`config.mk`:
```
export PLATFORM = sky130hd
export DESIGN_NAME = flash_wr_qualifier
export DESIGN_NICKNAME = d
export VERILOG_FILES = /design/src/rtl/flash_wq_pkg.sv /design/src/rtl/wq_pin_filter.sv /design/src/rtl/wq_ctrl.sv /design/src/rtl/wq_datapath.sv /design/src/rtl/flash_wr_qualifier.sv
export SDC_FILE = /design/constraint.sdc
export NUM_CORES = 1
export LEC_CHECK = 0
export BUFFER_PORTS_ARGS = -buffer_cell sky130_fd_sc_hd__buf_2
export CELL_PAD_IN_SITES_DETAIL_PLACEMENT = 1
export CELL_PAD_IN_SITES_GLOBAL_PLACEMENT = 2
export CORE_ASPECT_RATIO = 0.7
export CORE_UTILIZATION = 41
export DETAILED_ROUTE_END_ITERATION = 12
export PLACE_DENSITY = 0.88
export SYNTH_ARGS = -nofsm -noshare
export SYNTH_HDL_FRONTEND = slang
export SYNTH_SLANG_ARGS = --single-unit
```
`constraint.sdc`:
```
create_clock -name clk -period 3.51 [get_ports clk]
set_clock_uncertainty 0.15 [all_clocks]
set_input_delay 0.5265 -clock clk [delete_from_list [all_inputs] [get_ports clk]]
set_output_delay 0.5265 -clock clk [all_outputs]
set_load 0.01 [all_outputs]
```
`src/rtl/flash_wq_pkg.sv`:
```
package flash_wq_pkg;
  // Control-to-datapath strobes
  typedef struct packed {
    logic capture;  // bus sample enable while pins are in write state
    logic commit;   // qualified write edge accepted
  } wqStrobe_t;

  localparam int PIN_CE  = 0;
  localparam int PIN_WE  = 1;
  localparam int PIN_OE  = 2;
  localparam int PIN_SUP = 3;
  localparam int NUM_PINS = 4;
endpackage

```
`src/rtl/wq_pin_filter.sv`:
```
module wq_pin_filter #(
  parameter int   FILT_CYC = 3,
  parameter logic RST_VAL  = 1'b1
) (
  input  logic clk,
  input  logic rstN,
  input  logic pinIn,
  output logic syncOut,
  output logic filtOut
);
  localparam int CW = (FILT_CYC < 2) ? 1 : $clog2(FILT_CYC);

  logic syncA, syncB, filtQ;
  logic [CW-1:0] runCnt;

  always_ff @(posedge clk or negedge rstN) begin
    if (!rstN) begin
      syncA  <= RST_VAL;
      syncB  <= RST_VAL;
      filtQ  <= RST_VAL;
      runCnt <= '0;
    end else begin
      syncA <= pinIn;
      syncB <= syncA;
      if (syncB == filtQ) begin
        runCnt <= '0;
      end else if (runCnt == CW'(FILT_CYC - 1)) begin
        filtQ  <= syncB;
        runCnt <= '0;
      end else begin
        runCnt <= runCnt + 1'b1;
      end
    end
  end

  assign syncOut = syncB;
  assign filtOut = filtQ;

  // the filtered level only moves to a value the synchronizer already held
  p_min_width_r5: assert property (@(posedge clk) disable iff (!rstN)
    (filtQ != $past(filtQ)) |-> ($past(syncB) == filtQ));
endmodule

```
`src/rtl/wq_ctrl.sv`:
```
module wq_ctrl
  import flash_wq_pkg::*;
(
  input  logic      clk,
  input  logic      rstN,
  input  logic      ceF,
  input  logic      weF,
  input  logic      oeF,
  input  logic      supF,
  input  logic      ceS,
  input  logic      weS,
  input  logic      oeS,
  output wqStrobe_t strobe,
  output logic      readModeHold
);
  logic wePrev, armPrev, supPrev, puBlock;
  logic armNow, weRise;

  assign armNow = !ceF && !weF && oeF;
  assign weRise = !wePrev && weF && armPrev;

  always_comb begin
    strobe         = '0;
    strobe.capture = !ceS && !weS && oeS;
    strobe.commit  = weRise && supF && !puBlock;
  end

  assign readModeHold = !supF;

  always_ff @(posedge clk or negedge rstN) begin
    if (!rstN) begin
      wePrev  <= 1'b1;
      armPrev <= 1'b0;
      supPrev <= 1'b0;
      puBlock <= 1'b0;
    end else begin
      wePrev  <= weF;
      armPrev <= armNow;
      supPrev <= supF;
      if (supF && !supPrev && armNow)
        puBlock <= 1'b1;   // pins already in write state at power-up
      else if (weF || ceF)
        puBlock <= 1'b0;   // released once WE or CE seen high
    end
  end

  // an edge seen while the power-up block is set never commits
  p_pu_swallow_r8: assert property (@(posedge clk) disable iff (!rstN)
    (puBlock && !wePrev && weF) |-> !strobe.commit);

  // no commit request while supply is low
  p_lockout_ctrl_r7: assert property (@(posedge clk) disable iff (!rstN)
    readModeHold |-> !strobe.commit);
endmodule

```
`src/rtl/wq_datapath.sv`:
```
module wq_datapath
  import flash_wq_pkg::*;
#(
  parameter int ADDR_W = 21,
  parameter int DATA_W = 16
) (
  input  logic              clk,
  input  logic              rstN,
  input  wqStrobe_t         strobe,
  input  logic [ADDR_W-1:0] addrIn,
  input  logic [DATA_W-1:0] dataIn,
  output logic              wrCommit,
  output logic [ADDR_W-1:0] wrAddr,
  output logic [DATA_W-1:0] wrData
);
  logic [ADDR_W-1:0] holdAddr;
  logic [DATA_W-1:0] holdData;

  always_ff @(posedge clk or negedge rstN) begin
    if (!rstN) begin
      holdAddr <= '0;
      holdData <= '0;
      wrAddr   <= '0;
      wrData   <= '0;
      wrCommit <= 1'b0;
    end else begin
      if (strobe.capture) begin
        holdAddr <= addrIn;
        holdData <= dataIn;
      end
      wrCommit <= strobe.commit;
      if (strobe.commit) begin
        wrAddr <= holdAddr;
        wrData <= holdData;
      end
    end
  end

  // outputs hold between commits
  p_out_stable_r10: assert property (@(posedge clk) disable iff (!rstN)
    !wrCommit |-> ($stable(wrAddr) && $stable(wrData)));
endmodule

```
`src/rtl/flash_wr_qualifier.sv`:
```
module flash_wr_qualifier
  import flash_wq_pkg::*;
#(
  parameter int ADDR_W   = 21,
  parameter int DATA_W   = 16,
  parameter int FILT_CYC = 3
) (
  input  logic              clk,
  input  logic              rstN,
  input  logic              ceN,
  input  logic              weN,
  input  logic              oeN,
  input  logic              supplyOk,
  input  logic [ADDR_W-1:0] addrIn,
  input  logic [DATA_W-1:0] dataIn,
  output logic              wrCommit,
  output logic [ADDR_W-1:0] wrAddr,
  output logic [DATA_W-1:0] wrData,
  output logic              readModeHold
);
  // control pins reset to idle-high, supply to "not good"
  localparam logic [NUM_PINS-1:0] PIN_RST = 4'b0111;

  logic [NUM_PINS-1:0] pinRaw, pinSync, pinFilt;
  wqStrobe_t strobe;

  assign pinRaw = {supplyOk, oeN, weN, ceN};

  for (genvar i = 0; i < NUM_PINS; i++) begin : g_pin
    wq_pin_filter #(.FILT_CYC(FILT_CYC), .RST_VAL(PIN_RST[i])) u_filt (
      .clk    (clk),
      .rstN   (rstN),
      .pinIn  (pinRaw[i]),
      .syncOut(pinSync[i]),
      .filtOut(pinFilt[i])
    );
  end

  wq_ctrl u_ctrl (
    .clk         (clk),
    .rstN        (rstN),
    .ceF         (pinFilt[PIN_CE]),
    .weF         (pinFilt[PIN_WE]),
    .oeF         (pinFilt[PIN_OE]),
    .supF        (pinFilt[PIN_SUP]),
    .ceS         (pinSync[PIN_CE]),
    .weS         (pinSync[PIN_WE]),
    .oeS         (pinSync[PIN_OE]),
    .strobe      (strobe),
    .readModeHold(readModeHold)
  );

  wq_datapath #(.ADDR_W(ADDR_W), .DATA_W(DATA_W)) u_dp (
    .clk     (clk),
    .rstN    (rstN),
    .strobe  (strobe),
    .addrIn  (addrIn),
    .dataIn  (dataIn),
    .wrCommit(wrCommit),
    .wrAddr  (wrAddr),
    .wrData  (wrData)
  );

  // the commit strobe is never wider than one clock
  p_commit_single_r2: assert property (@(posedge clk) disable iff (!rstN)
    wrCommit |=> !wrCommit);

  // lockout blocks the strobe one clock later
  p_lockout_r7: assert property (@(posedge clk) disable iff (!rstN)
    readModeHold |=> !wrCommit);
endmodule

```
==> impl_metrics.yaml, run 1 <==
place:
  hpwl_um: 4770
  gp_congestion: 0.652
  place_ws_ps: 1230
  io_buffers: 81
critical_path:
  max_stage_delay_ps: 580
  cp_max_fo: 23
  worstPathArrival_ps: 2320
  crit_path_top_delay_cell: "dfstp_2"
  critPathCaptureType: "register"
  r2r-start: "g_pin[1].u_filt.filtOut"
  path_cells: "nor4bb_1, nand2_2, buf_4, mux2_4"
  critical_path.startpoint: "g_pin[1].u_filt.filtOut"
  regToRegSetupSlack_ps: 1270
  critPathRequiredTime_ps: 3580
  r2r_cells: 4
  start_kind: "register"
  crit_buf_inv: 1
  crit_type: "reg -> reg"
  cp-endpoint: "u_dp.wrAddr[0]"
  worst-path-stages: 4
  r2r-end: "u_dp.wrAddr[0]"
  crit_family: "simple AND/OR/NAND/NOR gates"
clocking:
  clock-root-buffer: "clkbuf_16"
  post_cts_buffers: 0
  htreeDepth: 3
  cts_buffers: 9
  clk_latency_ps: 340
  post_cts_resize_count: 0
  clk_pin_slew_ps: 60
  clk_path_buf_depth: 2
  cts_tree: "built"
  hold_buffers: 0
  clkSinkCount: 99
floorplanning:
  io_pins: 82
  fp.dieH_um: 81.0
  initial_core_util_pct: 42.8
  fp-row-count: 28
  chipWidth_um: 115
  core_area_um2: 8550
  design.die.area_um2: 9310
timing:
  layout_worst_path_cycle_share_pct: 63.9
  maxSlewViolCount: 0
  tns_ps: 0
  holdWs_ps: 134
  setup_viol: 0
  rsz0062_at_grt: "false"
  relSlewSlack_pct: 33.2
  hold_viol: 0
  clock.fmax_ghz: 0.446
  min_period_ps: 2240
  setup_slack_ps: 1270
  tightest_slew_ps: 1000
routing:
  wl_per_cell_um: 15.9
  wl_um: 6720
  ant_nets: 0
  drtIter0Drc: 82
  wl_met2_um: 3110
  drc_errors: 0
  first_pass_iters: 3
  routed-wl-met3_um: 382
  vias: 1987
  via_per_inst: 4.69
  wl_met1_um: 3110
  top_layer: "met4"
synthesis:
  yosys_register_bits: 99
  synth_cells: 211
  synth_xor_area_share_pct: 0.958
  synthTopCellsByArea: "dfrtp_1 61%, mux2_2 18%, mux2_4 7.8%, dfstp_2 7.2%, nor3b_1 1.0%"
  synth_top_family_by_area: "multiplexers"
  synth_compound_area_share_pct: 0.547
  synth-adder-area-share_pct: 0
  synth_top_area_share_pct: 60.9
  synthSimpleGateAreaFrac_pct: 2.74
  yosysWarnings: 0
  muxShareOfSynthArea_pct: 25.7
  syn_nets: 254
  syn_area_um2: 3660
  synth_seq_area_share_pct: 68.1
  synth_top_area_cell: "dfrtp_1"
  synth_cell_type_count: 17
  avgSynthCellArea_um2: 17.3
global_route:
  first_global_vias: 2123
  grt_usage_pct: 16.2
  grt_max_degree: 84
  grt_antenna_before_repair: 0
  grt-ovfl-total: 0
  grt_pass1_wl_um: 11000
layout:
  final-seq-area_um2: 2490
  mostFrequentLayoutCells: "89 x dfrtp_1, 80 x buf_2, 58 x mux2_2"
  syn2layout_area_growth_pct: 22.7
  final_util_pct: 52.5
  fin_nets: 342
  drive_gt1_share_pct: 62.2
  antennaDiodeCount: 0
  mostFrequentLayoutCell: "dfrtp_1"
  multi_input_area_um2: 1100
  fill_cells: 865
worst_hold_path:
  holdCritPathClass: "in -> reg"
  min_path_cells: 1
  min-delay-start: "weN"
run_status:
  status: "finished clean"
power_and_ir_drop:
  vdd_drop_max_v: 0.000366
  power_density_nw_per_um2: 798
  total_power_mw: 3.58
  p_leak_nw: 2.25
flow_run:
  drv_cap: 0
-- power breakdown --
part | switching [mW] | internal [mW] | total [mW]
Clock | 0.387 | 0.557 | 0.945
Combinational | 0.362 | 0.515 | 0.877
Sequential | 0.226 | 1.53 | 1.76
-- state kept, by name, indices dropped and copies added, names as in the netlist --
name	count
u_ctrl.wePrev	1
u_dp.holdAddr	21
u_dp.wrAddr	21
u_dp.wrCommit	1
u_dp.holdData	16
g_pin.u_filt.syncOut	4
u_dp.wrData	16
u_ctrl.armPrev	1
g_pin.u_filt.filtOut	4
g_pin.u_filt.runCnt	8
u_ctrl.supPrev	1
u_ctrl.puBlock	1
g_pin.u_filt.syncA	4
-- cells by family after synthesis --
family / count (synthesis)
AOI/OAI and AO/OA: 3
xor gates and xnor gates: 4
buffers and inverters: 12
DFF: 99
muxes: 77
and+or+nand+nor: 16
-- cells in the mapped netlist --
cell      instances
inv_1             4
nor3_1            6
nand2b_1          1
buf_2             5
a31oi_1           1
a21oi_1           1
mux2_2           58
mux2_4           19
nor2b_1           2
dfrtp_1          89
a31o_2            1
nand2_1           1
xnor2_1           4
nor4bb_1          1
dfstp_2          10
nor3b_1           5
buf_6             3
-- cell type report --
class,count,area share (%)
clock buffers,15,6.41
clock inverters,1,0.112
inverters,4,0.335
multi-input cells,100,24.5
flip-flops and latches,99,55.5
well taps,120,3.35
repair buffers,85,9.76
-- how the worst min path moves through the flow --
stage	slack, ps	end
5_1_grt	120	g_pin[2].u_filt.syncA
4_1_cts	120	g_pin[1].u_filt.syncA
3_3_place_gp	190	g_pin[3].u_filt.syncOut
6_report	130	g_pin[1].u_filt.syncA
2_1_floorplan	80	g_pin[0].u_filt.runCnt[0]
3_5_place_dp	200	g_pin[0].u_filt.syncOut
-- stage by stage --
| step | cell area [µm²] | instances |
|---|---|---|
| 2_1_floorplan | 3660 | 211 |
| 3_3_place_gp | 4190 | 408 |
| 3_5_place_dp | 4190 | 408 |
| 4_1_cts | 4490 | 424 |
| 5_1_grt | 4490 | 424 |
| 6_report | 4490 | 424 |
-- routing by layer --
metal	GRT usage (%)	vias up
li1	-	909
met1	20.3	1007
met2	25.5	63
met3	5.37	8
met4	8.18	0
met5	0	-
Note: power is estimated with default switching activity, not from simulation.
==> run 2, diff against run 1 <==
- CORE_UTILIZATION: 41 -> 38
- PLACE_DENSITY: 0.88 -> 0.83
- clock period: 3.51 -> 2.08 ns (I/O delays scaled with it)
==> run 2 against run 1 <==
Worst setup slack lost 1000 ps. Design area grew 2.5%. Combinational power grew 69%. Non-clock buffer count grew 10. Power grew 70%. Critical path depth is the same. Cell count grew 3.3%. Clock-buffer cell count shrank 1.
==> impl_metrics.yaml, run 2 (synthesized netlist as in run 1, its figures left out) <==
power_and_ir_drop:
  power_frac_comb_pct: 24.3
  total_power_mw: 6.09
  p_leak_nw: 2.30
  pwr-share-seq_pct: 48.6
  clock_power_share_pct: 27.1
  p_int_mw: 4.46
  swShare_pct: 26.7
  power_density_nw_per_um2: 1320
  switching_power_mw: 1.63
  vdd_drop_max_v: 0.000491
worst_hold_path:
  min_to: "u_dp.holdAddr[11]"
  min_path_cells: 2
  holdCritPathClass: "in -> reg"
  min-delay-start: "addrIn[11]"
routing:
  drc_errors: 0
  top_layer: "met4"
  routed-wl-met3_um: 420
  drtIter0Drc: 80
  via_per_inst: 4.61
  first_pass_iters: 4
  ant_nets: 0
  vias: 2020
  wl_um: 6920
  wl_met1_um: 3230
  wl_per_cell_um: 15.8
  wl_met2_um: 3150
floorplanning:
  io_pins: 82
  fp-row-count: 29
  initial_core_util_pct: 39.7
  core_area_um2: 9220
  design.die.area_um2: 10000
  fp.dieH_um: 84.1
  chipWidth_um: 119
timing:
  hold_viol: 0
  holdWs_ps: 52.5
  tns_ps: 0
  clock.fmax_ghz: 0.542
  setup_viol: 0
  maxSlewViolCount: 0
  rsz0062_at_grt: "false"
  layout_worst_path_cycle_share_pct: 88.8
  tightest_slew_ps: 528
  relSlewSlack_pct: 64.8
  min_period_ps: 1850
layout:
  fin_nets: 352
  drive_gt1_share_pct: 61.5
  largest_registers: "u_dp.holdAddr: 21 flops, u_dp.wrAddr: 21 flops"
  mostFrequentLayoutCell: "dfrtp_1"
  finalInstanceArea_um2: 4600
  final_util_pct: 49.9
  syn2layout_area_growth_pct: 25.7
  mostFrequentLayoutCells: "89 x dfrtp_1, 80 x buf_2, 58 x mux2_2"
  antennaDiodeCount: 0
critical_path:
  crit_buf_inv: 1
  critPathCaptureType: "register"
  crit_family: "flip-flops"
  crit_type: "reg -> reg"
  path_cells: "nor4bb_1, nand2_2, buf_4, mux2_4"
  critPathRequiredTime_ps: 2150
  max_stage_delay_ps: 580
  cp_max_fo: 24
  worst-path-stages: 4
  r2r-start: "g_pin[1].u_filt.filtOut"
  r2r_cells: 4
  worstPathArrival_ps: 1920
  start_kind: "register"
  regToRegSetupSlack_ps: 230
  r2r-end: "u_dp.wrData[9]"
  crit_path_top_delay_cell: "dfstp_2"
clocking:
  clock-root-buffer: "clkbuf_16"
  cts_tree: "built"
  post_cts_resize_count: 0
  clk_pin_slew_ps: 60
  htreeDepth: 3
  cts_buffers: 9
  clk_latency_ps: 340
  clkSinkCount: 99
  clk_path_buf_depth: 2
place:
  io_buffers: 81
  place_area_um2: 4250
  hpwl_um: 4800
  gp_congestion: 0.656
global_route:
  grt-ovfl-total: 0
  grt_pass1_wl_um: 11800
  grt_max_degree: 42
  first_global_vias: 2218
  grt_antenna_before_repair: 0
  grt_usage_pct: 16.0
run_status:
  status: "finished clean"
flow_run:
  drv_cap: 0
run 2: per-stage QoR:
stage	cells	setup WS, ps
detailed placement	417	233
global placement	417	281
CTS	438	218
global route	438	184
finish	438	234
floorplan	211	355
run 2: cell type report:
cell class | instances | area, µm²
clock buffer | 14 | 264
clock inverter | 2 | 35.0
fill | 925 | 4620
inverter | 4 | 15.0
multi-input combinational | 100 | 1100
sequential | 99 | 2490
tap | 124 | 155
timing repair buffer | 95 | 538
run 2: layer usage:
| metal | GRT usage [%] | vias to the layer above |
|---|---|---|
| li1 | - | 928 |
| met1 | 21.5 | 1018 |
| met2 | 23.4 | 63 |
| met3 | 5.81 | 11 |
| met4 | 6.21 | 0 |
| met5 | 0 | - |
run 2: how the worst max path moves through the flow:
stage,from,endpoint,slack [ps]
after CTS,g_pin[1].u_filt.filtOut,u_dp.wrData[9],220
after detailed placement,g_pin[1].u_filt.filtOut,u_dp.wrData[0],230
final,g_pin[1].u_filt.filtOut,u_dp.wrData[9],230
after floorplan,g_pin[2].u_filt.syncOut,u_dp.holdAddr[10],350
after global routing,g_pin[1].u_filt.filtOut,u_dp.wrAddr[0],180
after global placement,g_pin[1].u_filt.filtOut,u_dp.wrData[9],280
run 2: worst register-to-register path: cells and delay by family, from the launching register on:
| kind | cells | cell delay (ps) |
|---|---|---|
| flip-flops | 1 | 580 |
| multiplexers | 1 | 350 |
| AND/OR/NAND/NOR | 2 | 380 |
| buffers and inverters | 1 | 270 |
run 2: what timing repair did:
| action | 4_1_cts | 5_1_grt |
|---|---|---|
| hold buffers | 5 | 0 |
| endpoints found under the hold margin | 36 | 0 |
| buffers inserted | 0 | 0 |
run 2: power by group through the flow:
stage / logic (mW) / clock network, mW / registers, mW
floorplan: 0.780 / 0 / 3.07
global placement: 1.45 / 0 / 2.96
detailed placement: 1.50 / 0 / 3.00
CTS: 1.51 / 1.71 / 2.97
global route: 1.61 / 1.79 / 3.06
finish: 1.48 / 1.65 / 2.96
